[src/rtl/fade_pkg.sv]
package fade_pkg;

  // Parabolic half-wave per half turn; sign from the index MSB.
  function automatic int wave_val(input int idx, input int la, input int amp);
    int h;
    int t;
    int mag;
    h   = 1 << (la - 1);
    t   = idx & (h - 1);
    mag = (amp * 4 * t * (h - t)) >> (2 * (la - 1));
    return ((idx >> (la - 1)) & 1) != 0 ? -mag : mag;
  endfunction

endpackage

[src/rtl/fade_phase_bank.sv]
module fade_phase_bank #(
  parameter int NSIN = 32,
  parameter int PW   = 16,
  localparam int SW  = $clog2(NSIN)
) (
  input  logic          clk,
  input  logic          ph_we,
  input  logic [SW-1:0] ph_wa,
  input  logic [PW-1:0] ph_wd,
  input  logic          inc_we,
  input  logic [SW-1:0] inc_wa,
  input  logic [PW-1:0] inc_wd,
  input  logic [SW-1:0] rd_a,
  output logic [PW-1:0] rd_ph,
  output logic [PW-1:0] rd_inc
);
  logic [PW-1:0] ph_mem  [NSIN];
  logic [PW-1:0] inc_mem [NSIN];

  always_ff @(posedge clk) begin
    if (ph_we) ph_mem[ph_wa] <= ph_wd;
    if (inc_we) inc_mem[inc_wa] <= inc_wd;
  end

  assign rd_ph  = ph_mem[rd_a];
  assign rd_inc = inc_mem[rd_a];
endmodule

[src/rtl/fade_wave_lut.sv]
module fade_wave_lut #(
  parameter int LA  = 8,
  parameter int AMP = 1023,
  parameter int VW  = 12
) (
  input  logic [LA-1:0]        idx,
  output logic signed [VW-1:0] sin_v,
  output logic signed [VW-1:0] cos_v
);
  import fade_pkg::*;
  localparam logic [LA-1:0] QTR = LA'(1 << (LA - 2));
  logic [LA-1:0] cidx;

  always_comb begin
    cidx  = idx + QTR;
    sin_v = VW'(wave_val(int'(idx), LA, AMP));
    cos_v = VW'(wave_val(int'(cidx), LA, AMP));
  end
endmodule

[src/rtl/fade_interp.sv]
module fade_interp #(
  parameter int OW  = 16,
  parameter int UPL = 3
) (
  input  logic                 clk,
  input  logic                 rst,
  input  logic                 clr,
  input  logic                 load,
  input  logic signed [OW-1:0] load_i,
  input  logic signed [OW-1:0] load_q,
  input  logic                 tick,
  input  logic [UPL-1:0]       step,
  output logic signed [OW-1:0] out_i,
  output logic signed [OW-1:0] out_q,
  output logic                 out_valid
);
  localparam int DW = OW + UPL + 2;

  logic signed [OW-1:0] y0_i, y1_i, y0_q, y1_q;
  logic [1:0]           fill;
  logic signed [DW-1:0] pr_i, pr_q, sh_i, sh_q, wt;

  always_comb begin
    wt   = DW'($signed({1'b0, step}));
    pr_i = DW'($signed({y1_i[OW-1], y1_i}) - $signed({y0_i[OW-1], y0_i})) * wt;
    pr_q = DW'($signed({y1_q[OW-1], y1_q}) - $signed({y0_q[OW-1], y0_q})) * wt;
    sh_i = pr_i >>> UPL;
    sh_q = pr_q >>> UPL;
  end

  always_ff @(posedge clk) begin
    if (rst) begin
      y0_i <= '0; y1_i <= '0; y0_q <= '0; y1_q <= '0;
      fill <= '0; out_i <= '0; out_q <= '0; out_valid <= 1'b0;
    end else if (clr) begin
      fill      <= '0;
      out_valid <= 1'b0;
    end else begin
      out_valid <= 1'b0;
      if (load) begin
        y0_i <= y1_i;
        y0_q <= y1_q;
        y1_i <= load_i;
        y1_q <= load_q;
        fill <= (fill == 2'd2) ? 2'd2 : fill + 2'd1;
      end else if (tick && fill == 2'd2) begin
        out_i     <= y0_i + OW'(sh_i);
        out_q     <= y0_q + OW'(sh_q);
        out_valid <= 1'b1;
      end
    end
  end
endmodule

[src/rtl/fade_sos_gen.sv]
module fade_sos_gen #(
  parameter int NSIN = 32,
  parameter int PW   = 16,
  parameter int LA   = 8,
  parameter int UPL  = 3,
  parameter int AMP  = 1023,
  parameter int OW   = 16
) (
  input  logic                     clk,
  input  logic                     rst,
  input  logic                     run,
  input  logic                     cfg_we,
  input  logic [$clog2(NSIN)-1:0]  cfg_sel,
  input  logic [PW-1:0]            cfg_phase,
  input  logic [PW-1:0]            cfg_inc,
  output logic signed [OW-1:0]     out_i,
  output logic signed [OW-1:0]     out_q,
  output logic                     out_valid
);
  localparam int SW  = $clog2(NSIN);
  localparam int SPW = SW - UPL;
  localparam int AW  = OW + 2;
  localparam int VW  = $clog2(AMP + 1) + 2;

  logic [SW-1:0]        slot;
  logic                 primed;
  logic [PW-1:0]        rd_ph, rd_inc, nx_ph;
  logic [LA-1:0]        idx   [2];
  logic signed [VW-1:0] sv    [2];
  logic signed [VW-1:0] cv    [2];
  logic signed [AW-1:0] d_i, d_q, dsum_i, dsum_q, acc_i, acc_q, acc_nx_i, acc_nx_q;
  logic                 sweep_end, tick;

  always_comb begin
    nx_ph  = primed ? rd_ph + rd_inc : rd_ph;
    idx[0] = rd_ph[PW-1 -: LA];
    idx[1] = nx_ph[PW-1 -: LA];
  end

  generate
    for (genvar g = 0; g < 2; g++) begin : g_lut
      fade_wave_lut #(.LA(LA), .AMP(AMP), .VW(VW)) u_lut (
        .idx(idx[g]), .sin_v(sv[g]), .cos_v(cv[g])
      );
    end
  endgenerate

  fade_phase_bank #(.NSIN(NSIN), .PW(PW)) u_bank (
    .clk    (clk),
    .ph_we  (run | cfg_we),
    .ph_wa  (run ? slot : cfg_sel),
    .ph_wd  (run ? nx_ph : cfg_phase),
    .inc_we (~run & cfg_we),
    .inc_wa (cfg_sel),
    .inc_wd (cfg_inc),
    .rd_a   (slot),
    .rd_ph  (rd_ph),
    .rd_inc (rd_inc)
  );

  always_comb begin
    d_i       = AW'(cv[1]) - (primed ? AW'(cv[0]) : AW'(0));
    d_q       = AW'(sv[1]) - (primed ? AW'(sv[0]) : AW'(0));
    acc_nx_i  = acc_i + dsum_i + d_i;
    acc_nx_q  = acc_q + dsum_q + d_q;
    sweep_end = run && (slot == SW'(NSIN - 1));
    tick      = run && (slot[SPW-1:0] == '0);
  end

  always_ff @(posedge clk) begin
    if (rst || !run) begin
      slot   <= '0;
      primed <= 1'b0;
      dsum_i <= '0;
      dsum_q <= '0;
      acc_i  <= '0;
      acc_q  <= '0;
    end else begin
      slot <= sweep_end ? '0 : slot + 1'b1;
      if (sweep_end) begin
        dsum_i <= '0;
        dsum_q <= '0;
        acc_i  <= acc_nx_i;
        acc_q  <= acc_nx_q;
        primed <= 1'b1;
      end else begin
        dsum_i <= dsum_i + d_i;
        dsum_q <= dsum_q + d_q;
      end
    end
  end

  fade_interp #(.OW(OW), .UPL(UPL)) u_interp (
    .clk       (clk),
    .rst       (rst),
    .clr       (~run),
    .load      (sweep_end),
    .load_i    (OW'(acc_nx_i)),
    .load_q    (OW'(acc_nx_q)),
    .tick      (tick),
    .step      (slot[SW-1:SPW]),
    .out_i     (out_i),
    .out_q     (out_q),
    .out_valid (out_valid)
  );
endmodule

[config.mk]
export PLATFORM = sky130hd
export DESIGN_NAME = fade_sos_gen
export DESIGN_NICKNAME = d
export VERILOG_FILES = /design/src/rtl/fade_pkg.sv /design/src/rtl/fade_phase_bank.sv /design/src/rtl/fade_wave_lut.sv /design/src/rtl/fade_interp.sv /design/src/rtl/fade_sos_gen.sv
export SDC_FILE = /design/constraint.sdc
export NUM_CORES = 2
export LEC_CHECK = 0
export BUFFER_PORTS_ARGS = -buffer_cell sky130_fd_sc_hd__buf_2
export CAP_MARGIN = 5
export CELL_PAD_IN_SITES_DETAIL_PLACEMENT = 1
export CELL_PAD_IN_SITES_GLOBAL_PLACEMENT = 1
export CORE_MARGIN = 3
export CORE_UTILIZATION = 40
export DETAILED_ROUTE_END_ITERATION = 10
export PLACE_DENSITY = 0.73
export SLEW_MARGIN = 20
export SYNTH_ARGS = -nofsm -noshare
export SYNTH_HDL_FRONTEND = slang
export SYNTH_SLANG_ARGS = --single-unit
export TNS_END_PERCENT = 100
[constraint.sdc]
create_clock -name clk -period 16.55 [get_ports clk]
set_input_delay 0 -clock clk [delete_from_list [all_inputs] [get_ports clk]]
set_output_delay 0 -clock clk [all_outputs]
set_load 0.1 [all_outputs]
Yosys cells after proc, flatten, opt, wreduce, memory -nomap -nowiden
Memories as Yosys holds them, arrays and structs flattened. A register that Yosys moved wholly into a read port is not among the register bits. Cells that the tools add are included.

Register bits after elaboration: 177. Bits in latches: 0. RAM bits: 1024. Bits in read-only memories: 0. Bits of input ports: 41. Output and inout port bits: 33. Logic and storage cells: 85. Memories: 2.

Memory list: u_bank.inc_mem (depth 32, width 16, read ports 1, clocked after memory_dff 1, write ports 1, line fade_phase_bank.sv:18) `logic [PW-1:0] inc_mem [NSIN];`; u_bank.ph_mem (depth 32, width 16, read ports 1, clocked after memory_dff 1, write ports 1, line fade_phase_bank.sv:17) `logic [PW-1:0] ph_mem [NSIN];`.

Add/subtract/negate cells: 25. Multipliers: 10. Div/mod/pow operators: 0. $lt $le $gt $ge: 0. Equal/unequal tests: 2. Shift-type cells: 0. Multiplexer cells: 17. Bitwise logic cells: 4. Reductions and logical operators: 11.

Operators by type and width (count): adder 18 bit (6); multiplier 10 x 7 -> 17 bit, first input constant (4); multiplier 30 x 32 -> 24 bit (2); adder 16 bit (3); multiplier 18 x 9 -> 24 bit (2); two-way mux 12 bit (4); negation 12 bit (4); multiplier 21 x 4 -> 19 bit (2); two-way mux 18 bit (2); subtractor 12 x 18 -> 18 bit (2); subtractor 8 x 7 -> 9 bit, first input constant (4); subtractor 16 x 16 -> 17 bit (2); two-way mux 16 bit (2); adder 8 x 7 -> 8 bit, second input constant (2); two-way mux 5 bit (3); adder 5 x 1 -> 5 bit, second input constant (1); == test 5 bit, second input constant (1); two-way mux 1 bit (5); OR reduction 2 bit (2); logical AND 1 bit (3); AND reduction 3 bit (1); OR reduction 3 bit (1); adder 2 x 1 -> 2 bit, second input constant (1); == test 2 bit, second input constant (1); other kinds (8) (9).

Longest topological paths before layout
Depth after elaboration: 9. Depth in mapped cells: 79.

By module
From an unflattened synthesis, not the netlist that was laid out.

Cell total of the unflattened synthesis: 7122. Area total of the unflattened synthesis: 79052.1 µm².

By module, submodules not included: fade_phase_bank (times used 1, cells each 2274, area each 40059.7 µm², seq. area each 30749.5 µm²); fade_wave_lut at g_lut[1].u_lut (times used 1, cells each 1277, area each 10715.3 µm², seq. area each 0.0 µm²); fade_wave_lut at g_lut[0].u_lut (times used 1, cells each 1267, area each 10633.9 µm², seq. area each 0.0 µm²); fade_interp (times used 1, cells each 1285, area each 9606.7 µm², seq. area each 1981.9 µm²); fade_sos_gen (times used 1, cells each 1019, area each 8036.5 µm², seq. area each 1401.3 µm²).

Least setup slack after synthesis
Ideal clock, no wire load.

Path type: flip-flop to flip-flop. From: register slot[0]. To: register u_interp.y1_q[15]. Library setup time: 130 ps. Arrival: 17120 ps. Required time: 16420 ps. Slack: -700 ps. Cell stages (with the launch flop): 73. Path through: dfxtp_1 buf_4 buf_6 buf_4 buf_4 buf_2 buf_2 clkbuf_1 buf_2 mux4_2 mux4_2 nand2_1 nand2_1 ha_1 inv_1 fa_1 nand2b_1 a21oi_1 [... 37 more ...] nor3b_1 xnor2_1 ha_1 nand3_1 a211oi_1 o31a_1 or2_2 xor2_1 inv_1 fa_1 inv_1 ha_1 nor3_1 nor2_1 a41oi_1 xnor3_1 nor2_1 nor3_1.

RTL lines: start, declared (line fade_sos_gen.sv:25) `logic [SW-1:0] slot;`; start signal, assigned (line fade_sos_gen.sv:79) `slot <= sweep_end ? '0 : slot + 1'b1;`; end signal, assigned (line fade_interp.sv:44) `y1_q <= load_q;`; end, declared (line fade_interp.sv:19) `logic signed [OW-1:0] y0_i, y1_i, y0_q, y1_q;`.

==> impl_metrics.env <==
export IMPL_port_buffer_count=73
export IMPL_worstSetupPathType="reg2reg"
export IMPL_path_common_cell="fa_1"
export IMPL_fin_worst_skew_ns=0.07518
export IMPL_async_reset_ff_frac=0
export IMPL_die_area_sq_mm=0.2000
export IMPL_yosysTopAreaCell="edfxtp_1"
export IMPL_worst_pin_slew_ns=1.109
export IMPL_synth_most_common_cell="edfxtp_1"
export IMPL_grt_pass1_vias=56570
export IMPL_grt_total_usage=0.2264
export IMPL_gp_congestion=0.8779
export IMPL_dp_cells=9219
export IMPL_netlist_instances=6495
export IMPL_cp_startpoint="slot[0]"
export IMPL_synthFlopType="edfxtp_1"
export IMPL_required_ns=17.18
export IMPL_final_setup_viol_count=0
export IMPL_timing_rr_start="slot[0]"
export IMPL_path_depth=69
export IMPL_synthTopCellsByCount="edfxtp_1, inv_1, nand2_1"
export IMPL_synth_cell_types=107
export IMPL_io_pins=74
export IMPL_crit_slowest_cell="fa_2"
export IMPL_grt_overflow_total=0
export IMPL_ant_nets=0
export IMPL_initial_core_util=0.4036
export IMPL_wl_per_cell_um=24.38
export IMPL_timing_final_ws_setup_ns=0.3095
export IMPL_cp_num_buf_inv=15
export IMPL_hold_violations=0
export IMPL_worst_endpoint_arrival_ns=16.87
export IMPL_cap_violations=0
export IMPL_seq_area_frac_synth=0.4383
export IMPL_synthDominantCellAreaShare=0.3948
export IMPL_timing_rr_end="u_interp.y1_i[15]"
export IMPL_dp_slack_ns=-0.1883
export IMPL_synth_edff_count=1024
export IMPL_core_sq_mm=0.1930
export IMPL_yosys_warnings=0
export IMPL_slowest_delay_ns=0.63
export IMPL_cts_buffers=119
export IMPL_vias=52785
export IMPL_die_h_um=447.3
export IMPL_path_clk_slew_ns=0.07
export IMPL_final_cell_count_no_fill=9547
export IMPL_fp_dieW_um=447.3
export IMPL_clock_tree_root_cell="clkbuf_16"
export IMPL_avgSynthCellArea_sq_um=11.99
export IMPL_syn_area_sq_mm=0.07788
export IMPL_fin_nets=7987
export IMPL_row_count=161
export IMPL_slew_headroom=0.2604
export IMPL_cp_max_fo=6
export IMPL_antenna_found_initial=13
export IMPL_synthTopCellsByArea="edfxtp_1, fa_1, ha_1"
export IMPL_fmax_ghz=0.06157
export IMPL_worstRegToRegCells=69
export IMPL_grt_pass1_wl_um=345100
export IMPL_timing_reg2reg_setup_slack_ns=0.31
export IMPL_worstHoldStart="cfg_phase[5]"
export IMPL_post_route_util=0.4648
export IMPL_fillers=20183
export IMPL_vias_per_cell=5.529
export IMPL_hp_class="in2reg"
export IMPL_ys_ff_latch=1193
export IMPL_layout_drive_gt1_share=0.1845
export IMPL_drt_iter0_markers=4155
export IMPL_drc=0
export IMPL_critPathTopFamily="adder cells"
export IMPL_dr_pass1_iters=5
export IMPL_cts_tree="yes"
export IMPL_area_growth_pct=15.17
export IMPL_cp_endpoint="u_interp.y1_i[15]"
export IMPL_period_needed_ns=16.24
export IMPL_period_share=0.9813
export IMPL_hpwl_um=159500
export IMPL_h_tree_depth=3
export IMPL_routed_wl_um=232800
export IMPL_finalSetupTns_ns=0
export IMPL_cts_sinks=1193
export IMPL_end_kind="flip-flop"
export IMPL_start_kind="flip-flop"
export IMPL_grt_max_degree=77
export IMPL_cts_buffer_depth=3
export IMPL_clock_latency_ns=0.79
export IMPL_finalMaxSlewViolations=0
export IMPL_status="complete, no violations"
-- routing by layer --
| metal | up-vias | track usage | wire length (um) |
|---|---|---|---|
| met4 | 8 | 0.07523 | 9709 |
| met5 | - | 0 | 50 |
| met3 | 471 | 0.02696 | 12460 |
| met1 | 27326 | 0.2803 | 90850 |
| li1 | 23277 | - | - |
| met2 | 1703 | 0.4092 | 119700 |
-- stage by stage --
stage          instance area [sq um]  hold WS [ns]
4_1_cts                        87950       0.03063
6_report                       89700        0.1060
5_1_grt                        89690       0.09913
3_3_place_gp                   83550        0.4412
2_1_floorplan                  77940       0.09887
3_5_place_dp                   83560        0.4433
-- worst min path at each step --
stage	slack, ns	cells past startpoint	endpoint
finish	0.11	2	u_bank.ph_mem[20][5]
CTS	0.03	4	u_bank.ph_mem[22][2]
detailed placement	0.44	2	u_interp.out_q[3]
global route	0.1	2	u_bank.ph_mem[20][5]
global placement	0.44	2	u_interp.out_q[9]
floorplan	0.1	0	u_bank.inc_mem[0][0]
-- final cells by class --
cell class	count	area, sq um	share of cell area
antenna	6	15.01	0.0001674
clock buffer	138	3059	0.03411
clock inverter	85	955.9	0.01066
inverter	916	3446	0.03842
multi-input combinational	4185	40740	0.4542
sequential	1193	34150	0.3807
tap	2526	3161	0.03524
timing repair buffer	498	4172	0.04651
-- worst reg2reg max path: cells and delay by family, from the launching register on --
family | cells | cell delay [ns]
XOR/XNOR | 7 | 2.00
adder cells (fa/ha/maj) | 14 | 6.10
AND/OR/NAND/NOR | 15 | 2.13
flip-flops | 1 | 0.38
AO/OA/AOI/OAI | 16 | 2.55
buffers and inverters | 15 | 1.85
multiplexers | 2 | 1.08
-- flip-flops by register name, summed over array words and instances (netlist names) --
signal              flops
u_bank.inc_mem        512
u_bank.ph_mem         512
acc_i                  16
acc_q                  16
dsum_i                 16
dsum_q                 16
u_interp.out_i         16
u_interp.out_q         16
u_interp.y0_i          16
u_interp.y0_q          16
u_interp.y1_i          16
u_interp.y1_q          16
slot                    5
u_interp.fill           2
primed                  1
u_interp.out_valid      1
-- layout by cell type, fill, tap and decap left out, types with 94 or more instances in the layout --
cell,n
inv_1,902
buf_4,352
nor2_1,466
xnor2_1,218
edfxtp_1,1024
and2_1,96
fa_1,475
clkbuf_16,127
ha_1,528
dfxtp_1,163
a21oi_1,239
nor3_1,94
nand2_1,598
xor2_1,94
mux4_2,299
o21ai_0,109
-- cells by family after synthesis --
kind of cell             after synthesis  share of synthesized area
AO/OA/AOI/OAI                        760                    0.06227
XOR/XNOR                             345                    0.04028
adder cells (fa/ha/maj)             1033                     0.2123
buffers and inverters               1120                    0.05584
flip-flops                          1193                     0.4383
multiplexers                         330                    0.09135
other                                  1                 0.00004815
AND/OR/NAND/NOR                     1713                    0.09964
-- what timing repair did --
item / in CTS / in global routing
hold buffers: 31 / 1
pin swaps: 0 / 94
hold endpoints to repair: 813 / 32
buffers inserted: 2 / 57
setup endpoints to repair: 12 / 47
gates cloned: 0 / 8
gates resized for setup: 9 / 224
Power is not shown: default switching activity piles up to over one toggle a cycle in this logic, so the estimate is an artifact.
